File: config.mk
export PLATFORM = sky130hd
export DESIGN_NAME = irq_status_ctrl
export DESIGN_NICKNAME = d
export VERILOG_FILES = /design/src/rtl/irqc_pkg.sv /design/src/rtl/irqc_regs.sv /design/src/rtl/irqc_trace.sv /design/src/rtl/irqc_rdport.sv /design/src/rtl/irq_status_ctrl.sv
export SDC_FILE = /design/constraint.sdc
export NUM_CORES = 1
export LEC_CHECK = 0
export ABC_AREA = 1
export BUFFER_PORTS_ARGS = -buffer_cell sky130_fd_sc_hd__buf_2
export CORE_MARGIN = 2
export CORE_UTILIZATION = 42
export DETAILED_ROUTE_END_ITERATION = 8
export HOLD_SLACK_MARGIN = 0.02
export PLACE_DENSITY = 0.9
export SLEW_MARGIN = 30
export SYNTH_ARGS = -nofsm -noshare
export SYNTH_HDL_FRONTEND = slang
export SYNTH_SLANG_ARGS = --single-unit
File: constraint.sdc
create_clock -name clk -period 1.55 [get_ports clk]
set_input_delay 0.31 -clock clk [delete_from_list [all_inputs] [get_ports clk]]
set_output_delay 0.31 -clock clk [all_outputs]
set_load 0.01 [all_outputs]
File: src/rtl/irqc_pkg.sv
package irqc_pkg;
  typedef enum logic [3:0] {
    TRC_NONE = 4'h0,
    TRC_IRQ  = 4'h2
  } trc_kind_e;

  localparam logic [7:0] OFS_PEND = 8'h00;
  localparam logic [7:0] OFS_ENAB = 8'h10;
endpackage

File: src/rtl/irqc_regs.sv
module irqc_regs #(
  parameter int NSRC = 16,
  parameter int AW   = 8
) (
  input  logic            clk,
  input  logic            rst_n,
  input  logic            wr_en,
  input  logic [AW-1:0]   addr,
  input  logic [NSRC-1:0] wbits,
  input  logic [NSRC-1:0] src,
  output logic [NSRC-1:0] pend_q,
  output logic [NSRC-1:0] enab_q,
  output logic [NSRC-1:0] pend_d,
  output logic [NSRC-1:0] enab_d,
  output logic            reg_write,
  output logic [NSRC-1:0] ack_hit
);
  import irqc_pkg::*;

  // set wins over clear: the clear mask is applied before the OR of new sets
  function automatic logic [NSRC-1:0] pend_next(input logic [NSRC-1:0] cur,
                                                input logic [NSRC-1:0] set,
                                                input logic [NSRC-1:0] clr);
    return (cur & ~clr) | set;
  endfunction

  logic            pend_sel, enab_sel;
  logic [NSRC-1:0] clr_vec;

  always_comb begin
    pend_sel  = wr_en && (addr == AW'(OFS_PEND));
    enab_sel  = wr_en && (addr == AW'(OFS_ENAB));
    reg_write = pend_sel || enab_sel;
    clr_vec   = pend_sel ? wbits : '0;
    pend_d    = pend_next(pend_q, src, clr_vec);
    enab_d    = enab_sel ? wbits : enab_q;
    ack_hit   = pend_q & clr_vec & ~src;
  end

  always_ff @(posedge clk) begin
    if (!rst_n) begin
      pend_q <= '0;
      enab_q <= '0;
    end else begin
      pend_q <= pend_d;
      enab_q <= enab_d;
    end
  end

  p_sticky_r1: assert property (@(posedge clk) disable iff (!rst_n)
    (($past(pend_q) & ~$past(clr_vec) & ~pend_q) == '0));

  p_source_latch_r1: assert property (@(posedge clk) disable iff (!rst_n)
    (src != '0) |=> ((pend_q & $past(src)) == $past(src)));

  p_set_wins_r6: assert property (@(posedge clk) disable iff (!rst_n)
    ((src & clr_vec) != '0) |=> ((pend_q & $past(src & clr_vec)) == $past(src & clr_vec)));

  p_enab_hold_r3: assert property (@(posedge clk) disable iff (!rst_n)
    !enab_sel |=> $stable(enab_q));
endmodule

File: src/rtl/irqc_trace.sv
module irqc_trace #(
  parameter int NSRC = 16,
  parameter int ARGW = 32
) (
  input  logic            clk,
  input  logic            rst_n,
  input  logic [NSRC-1:0] pend_q,
  input  logic [NSRC-1:0] enab_q,
  input  logic [NSRC-1:0] pend_d,
  input  logic [NSRC-1:0] enab_d,
  input  logic            reg_write,
  input  logic [NSRC-1:0] ack_hit,
  output logic            trc_valid,
  output logic [3:0]      trc_kind,
  output logic [ARGW-1:0] trc_arg0,
  output logic [ARGW-1:0] trc_arg1,
  output logic [ARGW-1:0] trc_arg2,
  output logic [ARGW-1:0] trc_arg3,
  output logic [ARGW-1:0] trc_flags
);
  import irqc_pkg::*;

  function automatic logic [ARGW-1:0] widen(input logic [NSRC-1:0] v);
    return {{(ARGW-NSRC){1'b0}}, v};
  endfunction

  logic change;
  assign change = (pend_d != pend_q) || (enab_d != enab_q);

  always_ff @(posedge clk) begin
    if (!rst_n || !change) begin
      trc_valid <= 1'b0;
      trc_kind  <= TRC_NONE;
      trc_arg0  <= '0;
      trc_arg1  <= '0;
      trc_arg2  <= '0;
      trc_arg3  <= '0;
      trc_flags <= '0;
    end else begin
      trc_valid <= 1'b1;
      trc_kind  <= TRC_IRQ;
      trc_arg0  <= widen(enab_d);
      trc_arg1  <= widen(pend_d);
      trc_arg2  <= widen(pend_d);
      trc_arg3  <= ARGW'(ack_hit != '0);
      trc_flags <= ARGW'(reg_write);
    end
  end

  p_event_on_change_r7: assert property (@(posedge clk) disable iff (!rst_n)
    ((pend_q != $past(pend_q)) || (enab_q != $past(enab_q))) |-> trc_valid);

  p_event_needs_change_r7: assert property (@(posedge clk) disable iff (!rst_n)
    trc_valid |-> ((pend_q != $past(pend_q)) || (enab_q != $past(enab_q))));

  p_args_post_r9: assert property (@(posedge clk) disable iff (!rst_n)
    trc_valid |-> (trc_arg1 == widen(pend_q)) && (trc_arg0 == widen(enab_q)));

  p_ack_is_write_r8: assert property (@(posedge clk) disable iff (!rst_n)
    (trc_valid && trc_arg3[0]) |-> trc_flags[0]);
endmodule

File: src/rtl/irqc_rdport.sv
module irqc_rdport #(
  parameter int NSRC = 16,
  parameter int AW   = 8,
  parameter int DW   = 32
) (
  input  logic            clk,
  input  logic            rst_n,
  input  logic            rd_en,
  input  logic [AW-1:0]   addr,
  input  logic [NSRC-1:0] pend_q,
  input  logic [NSRC-1:0] enab_q,
  output logic [DW-1:0]   rdata,
  output logic            rvalid
);
  import irqc_pkg::*;

  function automatic logic [DW-1:0] pick(input logic [AW-1:0] a,
                                         input logic [NSRC-1:0] p,
                                         input logic [NSRC-1:0] e);
    if (a == AW'(OFS_PEND)) return {{(DW-NSRC){1'b0}}, p};
    if (a == AW'(OFS_ENAB)) return {{(DW-NSRC){1'b0}}, e};
    return '0;
  endfunction

  always_ff @(posedge clk) begin
    if (!rst_n) begin
      rdata  <= '0;
      rvalid <= 1'b0;
    end else begin
      rvalid <= rd_en;
      rdata  <= rd_en ? pick(addr, pend_q, enab_q) : '0;
    end
  end

  p_rvalid_follows_r11: assert property (@(posedge clk) disable iff (!rst_n)
    rd_en |=> rvalid);

  p_rvalid_quiet_r11: assert property (@(posedge clk) disable iff (!rst_n)
    !rd_en |=> !rvalid);

  p_rdata_hi_zero_r11: assert property (@(posedge clk) disable iff (!rst_n)
    rvalid |-> (rdata[DW-1:NSRC] == '0));
endmodule

File: src/rtl/irq_status_ctrl.sv
module irq_status_ctrl #(
  parameter int NSRC = 16,
  parameter int AW   = 8,
  parameter int DW   = 32,
  parameter int ARGW = 32
) (
  input  logic            clk,
  input  logic            rst_n,
  input  logic            wr_en,
  input  logic            rd_en,
  input  logic [AW-1:0]   addr,
  input  logic [DW-1:0]   wdata,
  output logic [DW-1:0]   rdata,
  output logic            rvalid,
  input  logic [NSRC-1:0] src,
  output logic            cpu_irq,
  output logic            trc_valid,
  output logic [3:0]      trc_kind,
  output logic [ARGW-1:0] trc_arg0,
  output logic [ARGW-1:0] trc_arg1,
  output logic [ARGW-1:0] trc_arg2,
  output logic [ARGW-1:0] trc_arg3,
  output logic [ARGW-1:0] trc_flags
);
  function automatic logic irq_of(input logic [NSRC-1:0] p, input logic [NSRC-1:0] e);
    return |(p & e);
  endfunction

  logic [NSRC-1:0] pend_q, enab_q, pend_d, enab_d, ack_hit;
  logic            reg_write;
  logic            unused_wdata_hi;

  assign unused_wdata_hi = ^wdata[DW-1:NSRC];

  irqc_regs #(.NSRC(NSRC), .AW(AW)) u_regs (
    .clk(clk), .rst_n(rst_n), .wr_en(wr_en), .addr(addr),
    .wbits(wdata[NSRC-1:0]), .src(src),
    .pend_q(pend_q), .enab_q(enab_q), .pend_d(pend_d), .enab_d(enab_d),
    .reg_write(reg_write), .ack_hit(ack_hit)
  );

  irqc_trace #(.NSRC(NSRC), .ARGW(ARGW)) u_trace (
    .clk(clk), .rst_n(rst_n),
    .pend_q(pend_q), .enab_q(enab_q), .pend_d(pend_d), .enab_d(enab_d),
    .reg_write(reg_write), .ack_hit(ack_hit),
    .trc_valid(trc_valid), .trc_kind(trc_kind),
    .trc_arg0(trc_arg0), .trc_arg1(trc_arg1), .trc_arg2(trc_arg2),
    .trc_arg3(trc_arg3), .trc_flags(trc_flags)
  );

  irqc_rdport #(.NSRC(NSRC), .AW(AW), .DW(DW)) u_rd (
    .clk(clk), .rst_n(rst_n), .rd_en(rd_en), .addr(addr),
    .pend_q(pend_q), .enab_q(enab_q), .rdata(rdata), .rvalid(rvalid)
  );

  assign cpu_irq = irq_of(pend_q, enab_q);

  p_irq_stable_r4: assert property (@(posedge clk) disable iff (!rst_n)
    ($stable(pend_q) && $stable(enab_q)) |-> $stable(cpu_irq));

  p_irq_needs_enable_r4: assert property (@(posedge clk) disable iff (!rst_n)
    (enab_q == '0) |-> !cpu_irq);

  p_quiet_after_reset_r10: assert property (@(posedge clk)
    !rst_n |=> (!trc_valid && !rvalid));
endmodule

-- Yosys cells after proc, flatten, opt, wreduce, memory -nomap -nowiden
Index checks and enable logic that the tools add are counted.
- register bits: 196
- bits of input ports: 60
- equality and inequality tests: 3
- reduce and logical (&&, ||, !) cells: 11
- bitwise gates (word level): 7
- muxes and demuxes: 13
- operator list (cell ; count):
    $mux W32 ; 4
    $and A16 B16 Y16 ; 4
    $mux W16 ; 2
    $ne A16 B16 Y1 ; 2
    $not A16 Y16 ; 2
    $or A16 B16 Y16 ; 1
    $reduce_bool A16 Y1 ; 1
    $reduce_or A16 Y1 ; 1
    $eq A8 B5 Y1 const B ; 1
    $logic_not A8 Y1 ; 1
    $mux W1 ; 6
    $logic_or A1 B1 Y1 ; 3
    $logic_and A1 B1 Y1 ; 2
    $logic_not A1 Y1 ; 2
    $mux W2 ; 1
    $reduce_and A2 Y1 ; 1

-- Logic depth before layout (Yosys ltp)
Gate-level depths: netlist (run 1).
- depth in word-level cells: 11
- mapped depth: 14
- depth with buffers taken out: 13

-- By module
A second synthesis (run 1) with hierarchy kept.
- cells, all modules: 746
- area, all modules: 5104.9 um^2
- by module, submodules not included (module ; cells each ; times used ; sequential area each (um^2) ; area each (um^2)):
    irqc_trace ; 335 ; 1 ; 700.7 ; 2477.4
    irqc_regs ; 267 ; 1 ; 640.6 ; 1665.3
    irqc_rdport ; 109 ; 1 ; 340.3 ; 828.3
    irq_status_ctrl ; 35 ; 1 ; 0.0 ; 133.9

-- Worst setup path after synthesis (run 1)
No wires, ideal clock.
- path type: input to register
- start: in addr[3]
- end: reg u_trace.trc_arg1[14]
- data arrival time: 1.549 ns
- stages on the path: 12
- setup time: 0.122 ns
- required time: 1.428 ns
- buffers on the path: 3
- path slack: -0.122 ns
- path through: nor2_2 -> nand2_2 -> nor2_4 -> buf_6 -> buf_6 -> nand4_1 -> nand4_1 -> nor2_1 -> nand4_2 -> nand2_4 -> buf_6 -> nor2_4
- cells in the longest elaborated chain, start to end: 10
- RTL lines (element ; RTL line ; RTL):
    start, declared ; irq_status_ctrl.sv:11 ; input logic [AW-1:0] addr,
    $logic_not A8 Y1 ; irqc_regs.sv:31 ; pend_sel = wr_en && (addr == AW'(OFS_PEND));
    $logic_and A1 B1 Y1 ; irqc_regs.sv:31 ;
    $mux W16 ; irqc_regs.sv:34 ; clr_vec = pend_sel ? wbits : '0;
    $not A16 Y16 ; irqc_regs.sv:24 ; return (cur & ~clr) | set;
    $and A16 B16 Y16 ; irqc_regs.sv:24 ;
    $or A16 B16 Y16 ; irqc_regs.sv:24 ;
    $ne A16 B16 Y1 ; irqc_trace.sv:28 ; assign change = (pend_d != pend_q) || (enab_d != enab_q);
    $logic_or A1 B1 Y1 ; irqc_trace.sv:28 ;
    $logic_not A1 Y1 ; irqc_trace.sv:31 ; if (!rst_n || !change) begin
    $logic_or A1 B1 Y1 ; irqc_trace.sv:31 ;
    end signal, assigned ; irqc_trace.sv:43 ; trc_arg1 <= widen(pend_d);
    end, declared ; irqc_trace.sv:16 ; output logic [ARGW-1:0] trc_arg1,
Parallel ways exist; a longest one is shown, timed or not.
A chain may end at the register's enable or synchronous reset.

-- Final worst setup path (run 1)
- start: reg u_regs.pend_q[1]
- end: reg u_trace.trc_arg1[12]
- cells in the longest elaborated chain, start to end: 6
- RTL lines (element ; RTL line ; RTL):
    start, declared ; irqc_regs.sv:11 ; output logic [NSRC-1:0] pend_q,
    start signal, assigned ; irqc_regs.sv:45 ; pend_q <= pend_d;
    $and A16 B16 Y16 ; irqc_regs.sv:24 ;
    $or A16 B16 Y16 ; irqc_regs.sv:24 ;
    $ne A16 B16 Y1 * ; irqc_trace.sv:28 ;
    $logic_or A1 B1 Y1 * ; irqc_trace.sv:28 ;
    $logic_not A1 Y1 * ; irqc_trace.sv:31 ;
    $logic_or A1 B1 Y1 * ; irqc_trace.sv:31 ;
Every way passes the cells marked *; elsewhere a longest branch is shown, timed or not.

==> results of run 1 <==
-- per-stage QoR --
stage,std cells,setup slack (ps)
after floorplan,804,-71.23
after global placement,1018,-462.4
after detailed placement,1018,-454.3
after CTS,1044,-268.6
after global routing,1039,-332.3
final,1039,-227.3
-- per-layer routing --
metal	vias to the layer above	track usage, %	part of all wire (%)
met1	2051	25.12	41
met5	-	0	0
met2	224	35.05	48
met4	0	9.106	2.8
li1	2256	-	-
met3	26	4.304	7.9
-- kinds of logic (layout without fill, tap and decap cells) --
group                  count (synthesis)  after routing  synth area share [%]
other                                  1            129               0.07439
AND/OR/NAND/NOR                      286            286                 29.59
buffers and inverters                249            337                 30.83
flip-flops                            84             84                 33.36
AO/OA/AOI/OAI                         56             56                 6.155
-- where the power goes --
part	internal (mW)	switching (mW)	total (mW)	leakage, nW
clock	1.24	0.875	2.11	0.138
sequential	2.23	0.0345	2.26	0.693
combinational	0.322	0.525	0.847	2.72
total	3.79	1.43	5.22	3.55
-- synthesized netlist by cell type (all sizes together) --
cell     instances
inv             80
o21a             1
o21ai           17
nand2          120
conb             1
buf            160
nor4             2
nand3            8
o22ai            5
o21bai           7
o2111ai          1
clkbuf           9
nor2           110
a21oi           25
dfxtp           84
nand4           46
-- worst max-delay path by stage --
stage	startpoint	endpoint	slack (ps)	depth (start not counted)
floorplan	addr[3]	u_trace.trc_arg1[9]$_SDFF_PP0_	-70	13
global placement	addr[4]	u_trace.trc_arg1[9]$_SDFF_PP0_	-460	14
detailed placement	addr[4]	u_trace.trc_flags[0]$_SDFF_PP0_	-450	15
CTS	u_regs.pend_q[10]$_SDFF_PN0_	u_trace.trc_arg0[4]$_SDFF_PP0_	-270	15
global route	u_regs.pend_q[7]$_SDFF_PN0_	u_trace.trc_arg1[12]$_SDFF_PP0_	-330	14
finish	u_regs.pend_q[1]$_SDFF_PN0_	u_trace.trc_arg1[12]$_SDFF_PP0_	-230	14
-- flip-flops by register name, summed over array words and instances, names as in the netlist --
signal and cells:
u_regs.pend_q 16, u_trace.trc_arg1 16, u_regs.enab_q 16, u_rd.rdata 16
u_trace.trc_arg3 1, u_trace.trc_flags 1, u_trace.trc_arg0 16, u_rd.rvalid 1
u_trace.trc_kind 1
-- final cells by class --
type	count	area, um2	area share, %
Clock buffer	9	225.2	3.458
Clock inverter	6	63.81	0.9796
Inverter	80	307.8	4.725
Multi-Input combinational cell	471	2382	36.57
Sequential cell	84	1705	26.18
Tap cell	147	183.9	2.824
Timing Repair Buffer	242	1645	25.26
-- placed cells by master (no fill, tap or decap), drive strengths merged --
master | synthesis | layout
nor4 | 2 | 2
conb | 1 | 129
o21ai | 17 | 17
nand2 | 120 | 120
nor2 | 110 | 110
o22ai | 5 | 5
nand3 | 8 | 8
o21a | 1 | 1
inv | 80 | 81
o21bai | 7 | 7
bufinv | 0 | 1
dfxtp | 84 | 84
nand4 | 46 | 46
buf | 160 | 242
clkbuf | 9 | 9
clkinv | 0 | 2
a21oi | 25 | 25
o2111ai | 1 | 1
clkinvlp | 0 | 2
-- tightest hold or removal path, stage by stage --
cell,delay (ps)
buf_2,90
buf_4,100
a21oi_1,70
nor2_1,90
-- timing repair --
item,CTS,global route
endpoints found under the setup margin,36,39
hold buffers,0,0
pin swaps,16,13
cloned,2,0
setup buffers,9,0
hold endpoints to repair,0,0
resized for setup,49,30
==> summary.txt, run 1 <==
Yosys
  • Synth Cell Area: 5041 um2
  • Ranking of synthesized cells by area: dfxtp_1 (33%), buf_4 (22%), nand2_1 (8.6%), nor2_4 (6.9%), inv_1 (5.7%)
  • Post-synth cell types: 28
  • Top-area cell type share of the netlist area: 33.36%
  • Register area share after synthesis: 33.36%
  • Area leader, netlist: dfxtp_1
  • Yosys reg bits: 84
  • Syn Inst Count: 676
  • Ys Warns: 0
  • Syn Area/Cell: 7.457 um2

Power and ir drop
  • Pwr dens: 801.9 nW/um2
  • Leakage: 3.553 nW
  • Pwr Total: 5.224 mW
  • Peak supply drop: 0.5715 mV

Clocking
  • Worst-path clk slew: 60 ps
  • Clk_lat worst skew: 350 ps
  • Longest Clk Path Bufs: 2
  • Root buf cell: clkbuf_16
  • CTS tree: yes
  • Clk sinks: 84
  • CTS Buf Count: 9
  • Htree depth: 3

Layout
  • Share of cells above drive strength 1: 40.25%
  • Post-route design area: 6514 um2
  • Area Growth Syn to Fin: 29.21%
  • Nets: 948
  • Fill count: 1,086
  • Antenna Cells: 0
  • Post-layout util: 54.92%

Global route
  • Vias in the first global route: 4,123
  • First-pass GRT wire length: 20.62 mm
  • Largest net degree at the start of global routing: 31
  • Total gr overflow: 0
  • Initial antenna violation count: 0
  • Total track usage: 20.58%

Detailed routing
  • Routed len/inst: 12.99 um
  • Residual DRC: 0
  • DR iter-0 viols: 283
  • DR vias: 4,557
  • Total Wirelength: 13.50 mm
  • Pre-antenna DRT Iters: 5
  • Via density: 4.386
  • ANT nets after route: 0

STA
  • Min cycle time layout: 1777 ps
  • Hold WS: 351.5 ps
  • Final TNS setup: -7455 ps
  • Max-slew headroom: 66.60%
  • Final setup margin: -227.3 ps
  • Maximum clock frequency: 562.7 MHz
  • Worst slew pin tran: 496.4 ps
  • RSZ-0062 raised after global routing: yes
  • Skew final: 10.30 ps
  • Final Hold Viols: 0
  • Final worst-path cycle share: 114.7%
  • Final setup violation count: 36
  • Slew Viols, Final: 0

Setup path
  • Critical path launch point type: flip-flop
  • Crit-path max FO: 8
  • Cell family with most CP delay: simple AND/OR/NAND/NOR gates
  • CP max-delay cell: dfxtp_2
  • Crit path kind: flip-flop to flip-flop
  • Worst reg2reg setup slack: -230 ps
  • Worst r2r src: u_regs.pend_q[1]$_SDFF_PN0_
  • Worst-path cell chain: inv_2 -> nand2_1 -> nand2_1 -> nor2_2 -> nand2_1 -> nor2_2 -> nand2_1 -> nor2_1 -> nand2_1 -> nor2_1 -> nand4_2 -> nand2_4 -> buf_12 -> nor2_4
  • CP dominant cell by count: nand2_1
  • R2r worst-path depth: 14
  • Crit path DAT: 2010 ps
  • Critical path buffer and inverter count: 2
  • RR Endpoint: u_trace.trc_arg1[12]$_SDFF_PP0_
  • CP endpoint kind: flip-flop
  • Critical Path RT: 1790 ps
  • Slowest cell delay on critical path: 360 ps

Die
  • Die area: 12,890 um2
  • Num rows: 40
  • Top Ports: 259
  • Die height: 113.6 um
  • Initial core utilization: 42.50%
  • Die span in x: 113.6 um
  • Core ar.: 11,860 um2

Flow run
  • Max-Cap Viols: 0

Hold path
  • Hold WC Path Type: primary input to flip-flop
  • Worst Hold Launch: src[15]
  • Hold Crit Depth: 4
  • Worst hold path endpoint: u_regs.pend_q[15]$_SDFF_PN0_

Place
  • DP Wirelength: 10.59 mm
  • Port bufs: 113
  • RePlAce Congestion: 1.072
  • Dpl cell area: 6033 um2

Status
  • Status: finished, violations left
  • Violated checks: setup timing
No activity file was read; power rests on OpenSTA's default activity.
==> run 2, diff against run 1 <==
--- a/config.mk
+++ b/config.mk
@@ -7,11 +7,12 @@
 export LEC_CHECK = 0
 export ABC_AREA = 1
 export BUFFER_PORTS_ARGS = -buffer_cell sky130_fd_sc_hd__buf_2
+export CELL_PAD_IN_SITES_DETAIL_PLACEMENT = 0
+export CELL_PAD_IN_SITES_GLOBAL_PLACEMENT = 1
 export CORE_MARGIN = 2
-export CORE_UTILIZATION = 42
+export CORE_UTILIZATION = 28
 export DETAILED_ROUTE_END_ITERATION = 8
-export HOLD_SLACK_MARGIN = 0.02
-export PLACE_DENSITY = 0.9
+export PLACE_DENSITY = 0.88
 export SLEW_MARGIN = 30
 export SYNTH_ARGS = -nofsm -noshare
 export SYNTH_HDL_FRONTEND = slang
==> summary.txt, run 2 (synthesis gave the netlist of run 1 again) <==
Setup path
  • Crit path kind: flip-flop to flip-flop
  • Critical path launch point type: flip-flop
  • Crit-path max FO: 6
  • CP endpoint kind: flip-flop
  • Crit path DAT: 2030 ps
  • Critical Path RT: 1800 ps
  • R2r worst-path depth: 15

Place
  • Cells after DPL: 1,104
  • Pre-CTS setup slack: -470.4 ps
  • Dpl cell area: 6203 um2
  • Port bufs: 113
  • RePlAce Congestion: 0.9336
  • DP Wirelength: 11.81 mm

Global route
  • GR Util met3: 3.360%
  • Busiest layer in global routing: met2
  • Total gr overflow: 0
  • GRT met2 Usage: 25.77%
  • Initial antenna violation count: 0
  • Vias in the first global route: 4,271
  • First-pass GRT wire length: 22.98 mm
  • Total track usage: 15.55%
  • Largest net degree at the start of global routing: 34
  • Routing usage on met1: 19.47%

STA
  • Final TNS setup: -7178 ps
  • Final setup margin: -234.7 ps
  • RSZ-0062 raised after global routing: yes
  • Maximum clock frequency: 560.3 MHz
  • Min cycle time layout: 1785 ps
  • Hold WS: 300.0 ps
  • Final Hold Viols: 0
  • Skew final: 8.627 ps
  • Slew Viols, Final: 0
  • Final setup violation count: 36
  • Final worst-path cycle share: 115.1%

Power and ir drop
  • Comb pwr share: 16.4%
  • Clock Power Share: 42.3%
  • Leakage: 3.628 nW
  • Reg power frac: 41.3%
  • Pwr dens: 809.7 nW/um2
  • Sw frac: 26.40%
  • Psw: 1.444 mW
  • Pwr Total: 5.469 mW
  • Peak supply drop: 0.6233 mV
  • Internal power: 4.025 mW

Layout
  • Post-route design area: 6754 um2
  • Nets: 953
  • Post-route insts no fill: 1,126
  • Share of cells above drive strength 1: 38.46%
  • Most frequent cells in the layout: conb_1 (129), buf_4 (114), buf_2 (113)
  • Antenna Cells: 0
  • Post-layout util: 37.86%
  • Area Growth Syn to Fin: 33.98%
  • Most common cell after layout, fill and taps aside: conb_1

Flow run
  • Max-Cap Viols: 0

Detailed routing
  • Pre-antenna DRT Iters: 4
  • Via density: 4.007
  • DR iter-0 viols: 287
  • Total Wirelength: 15.06 mm
  • ANT nets after route: 0
  • Residual DRC: 0
  • DR vias: 4,512
  • Routed len/inst: 13.37 um

Die
  • Core ar.: 17,840 um2
  • Die area: 19,090 um2
  • Die span in x: 138.2 um
  • Initial core utilization: 28.26%
  • Num rows: 49
  • Top Ports: 259
  • Die height: 138.2 um

Clocking
  • Clk sinks: 84
  • CTS Buf Count: 9
  • Root buf cell: clkbuf_16
  • Htree depth: 3
  • Longest Clk Path Bufs: 2
  • CTS tree: yes
  • Clk_lat worst skew: 350 ps
  • Worst-path clk slew: 60 ps
  • CTS Hold Bufs: 0

Status
  • Status: finished, violations left
  • Violated checks: setup timing

Hold path
  • Hold WC Path Type: primary input to flip-flop
  • Hold Crit Depth: 4
-- run 2: changes by cell type in the layout (fill, tap and decap cells not counted), sizes merged --
cell      delta
inv          -1
buf          +3
bufinv       +1
clkinvlp     -2
clkbuf       +4
-- run 2: per-layer routing --
metal,up-vias,routed length [um]
met1,2044,6430
met3,20,983
met5,-,0
li1,2269,-
met2,179,7282
met4,0,363
-- run 2: power by group through the flow --
stage	registers, mW	clock network [mW]	logic [mW]
2_1_floorplan	2.32	0	0.700
3_3_place_gp	2.30	0	0.823
3_5_place_dp	2.30	0	0.826
4_1_cts	2.25	2.37	0.863
5_1_grt	2.27	2.45	0.972
6_report	2.26	2.32	0.897
-- run 2: worst paths after layout --
kind / startpoint / end / slack [ps]
min: src[15] / u_regs.pend_q[15]$_SDFF_PN0_ / 300
min reg2reg: u_regs.enab_q[6]$_SDFF_PN0_ / u_rd.rdata[6]$_SDFF_PN0_ / 500
max: u_regs.pend_q[6]$_SDFF_PN0_ / u_trace.trc_arg1[12]$_SDFF_PP0_ / -230
max reg2reg: u_regs.pend_q[6]$_SDFF_PN0_ / u_trace.trc_arg1[12]$_SDFF_PP0_ / -230
-- run 2: what timing repair did --
| action | CTS | global route |
|---|---|---|
| gates cloned | 1 | 2 |
| resized for setup | 23 | 29 |
| pin swaps | 2 | 14 |
| setup buffers | 4 | 1 |
| setup endpoints to repair | 36 | 38 |
-- run 2: worst max-delay path, cell delays in order (launching register included) --
cell	delay, ps
dfxtp_1	340
inv_1	60
nand2_1	60
nand2_1	70
nor2_2	100
nand2_1	60
nor2_1	110
nand2_1	60
nor2_1	80
nand2_1	70
nor2_2	90
nand4_2	100
nand2_4	110
buf_12	150
clkbuf_16	170
nor2_4	30
-- run 2: layout make-up --
cell class                 instances  area (um2)
fill                            1874       11090
multi-input combinational        471        2384
clock buffer                      11       242.7
sequential                        84        1692
clock inverter                     4       73.82
tap                              229       286.5
inverter                          80       307.8
timing repair buffer             247        1768
==> run 3, diff against run 2 <==
--- a/config.mk
+++ b/config.mk
@@ -13,6 +13,7 @@
 export CORE_UTILIZATION = 28
 export DETAILED_ROUTE_END_ITERATION = 8
 export PLACE_DENSITY = 0.88
+export REMOVE_ABC_BUFFERS = 1
 export SLEW_MARGIN = 30
 export SYNTH_ARGS = -nofsm -noshare
 export SYNTH_HDL_FRONTEND = slang
==> summary.txt, run 3 (synthesis gave the netlist of run 1 again) <==
Die
  • Num rows: 49
  • Core ar.: 17,840 um2
  • Initial core utilization: 28.26%
  • Die area: 19,090 um2
  • Top Ports: 259
  • Die span in x: 138.2 um
  • Die height: 138.2 um

Layout
  • Post-layout util: 36.98%
  • Most frequent cells in the layout: conb_1 (129), buf_2 (113), nand2_1 (106)
  • Area Growth Syn to Fin: 30.88%
  • Share of cells above drive strength 1: 39.05%
  • Antenna Cells: 0
  • Post-route design area: 6598 um2
  • Nets: 936
  • Most common cell after layout, fill and taps aside: conb_1

STA
  • Slew Viols, Final: 0
  • Final Hold Viols: 0
  • Skew final: 7.808 ps
  • Final setup violation count: 36
  • Final worst-path cycle share: 118.7%
  • Final setup margin: -289.6 ps
  • RSZ-0062 raised after global routing: yes
  • Maximum clock frequency: 543.6 MHz
  • Min cycle time layout: 1840 ps

Detailed routing
  • Pre-antenna DRT Iters: 4
  • ANT nets after route: 0
  • Total Wirelength: 14.35 mm
  • DR vias: 4,490
  • Routed len/inst: 12.92 um
  • Via density: 4.045
  • Residual DRC: 0
  • DR iter-0 viols: 279

Power and ir drop
  • Peak supply drop: 0.4041 mV
  • Leakage: 3.504 nW
  • Pwr dens: 781.1 nW/um2

Clocking
  • CTS tree: yes
  • Root buf cell: clkbuf_16
  • Clk_lat worst skew: 350 ps
  • CTS Buf Count: 9
  • Htree depth: 3
  • Clk sinks: 84
  • Worst-path clk slew: 60 ps
  • Longest Clk Path Bufs: 2

Setup path
  • Critical Path RT: 1780 ps
  • Crit path kind: flip-flop to flip-flop
  • CP endpoint kind: flip-flop
  • Crit path DAT: 2070 ps
  • Crit-path max FO: 6
  • Critical path launch point type: flip-flop
  • Origin of the worst setup path: u_regs.pend_q[1]$_SDFF_PN0_
  • Worst r2r src: u_regs.pend_q[1]$_SDFF_PN0_

Global route
  • Initial antenna violation count: 0
  • Total gr overflow: 0
  • First-pass GRT wire length: 22.36 mm
  • Largest net degree at the start of global routing: 25
  • Total track usage: 14.96%
  • Vias in the first global route: 4,317

Hold path
  • Hold WC Path Type: primary input to flip-flop
  • Worst Hold Launch: src[3]

Place
  • RePlAce Congestion: 0.9215
  • DP Wirelength: 10.99 mm
  • Port bufs: 113
  • Dpl cell area: 6028 um2

Status
  • Status: finished, violations left
  • Violated checks: setup timing

Flow run
  • Max-Cap Viols: 0
## run 3: per-stage QoR
stage	std cells	hold WS, ps	power (mW)	TNS [ps]	worst slack, ps
floorplan	635	407.6	2.687	-39360	-833.1
global route	1110	268.7	5.376	-11870	-383.2
finish	1110	261.3	5.153	-8434	-289.6
global placement	1083	485.0	3.093	-18010	-415.6
detailed placement	1083	486.8	3.102	-19490	-467.4
CTS	1112	272.8	5.194	-7290	-251.1
## run 3: worst max-delay path, cell delays in order (launching register included)
cell and delay (ps):
dfxtp_2 330, inv_2 40, nand2_2 70, nand2_2 50, nor2_2 130, nand2_1 60
nor2_1 100, nand2_1 60, nor2_1 80, nand2_1 80, nor2_2 130, nand4_2 120
nand2_4 150, buf_12 130, buf_12 130, nor2_4 40
## run 3: final cells by class
class	instances	area [um2]
fill	1905	11240
multi-input combinational	471	2400
sequential	84	1698
timing repair buffer	230	1644
inverter	80	300.3
tap	229	286.5
clock buffer	10	229.0
clock inverter	6	40.04
## run 3: per-layer routing
metal  global-route usage (%)  vias to the layer above  wire, um
li1                         -                     2239         -
met1                    18.60                     2022      6047
met2                    25.04                      200      6874
met3                    3.256                       29      1033
met4                    6.391                        0       390
met5                        0                        -         0
## run 3: worst paths after layout
kind         slack (ps)  depth (start not counted)                             end
max reg2reg        -290                         15  u_trace.trc_arg1[3]$_SDFF_PP0_
min reg2reg         500                          2        u_rd.rdata[8]$_SDFF_PN0_
min                 260                          3  u_trace.trc_arg1[3]$_SDFF_PP0_
max                -290                         15  u_trace.trc_arg1[3]$_SDFF_PP0_
## run 3: timing repair
| item | in CTS | in global routing |
|---|---|---|
| buffers inserted | 11 | 1 |
| setup endpoints to repair | 36 | 44 |
| endpoints found under the hold margin | 0 | 0 |
| gates cloned | 2 | 0 |
| gates resized for setup | 46 | 23 |
| pin swaps | 20 | 16 |
| hold buffers | 0 | 0 |
## run 3: where the power goes
group | internal [mW] | leakage [nW] | switching (mW)
registers | 2.23 | 0.690 | 0.0354
logic | 0.360 | 2.68 | 0.541
clock network | 1.09 | 0.133 | 0.903
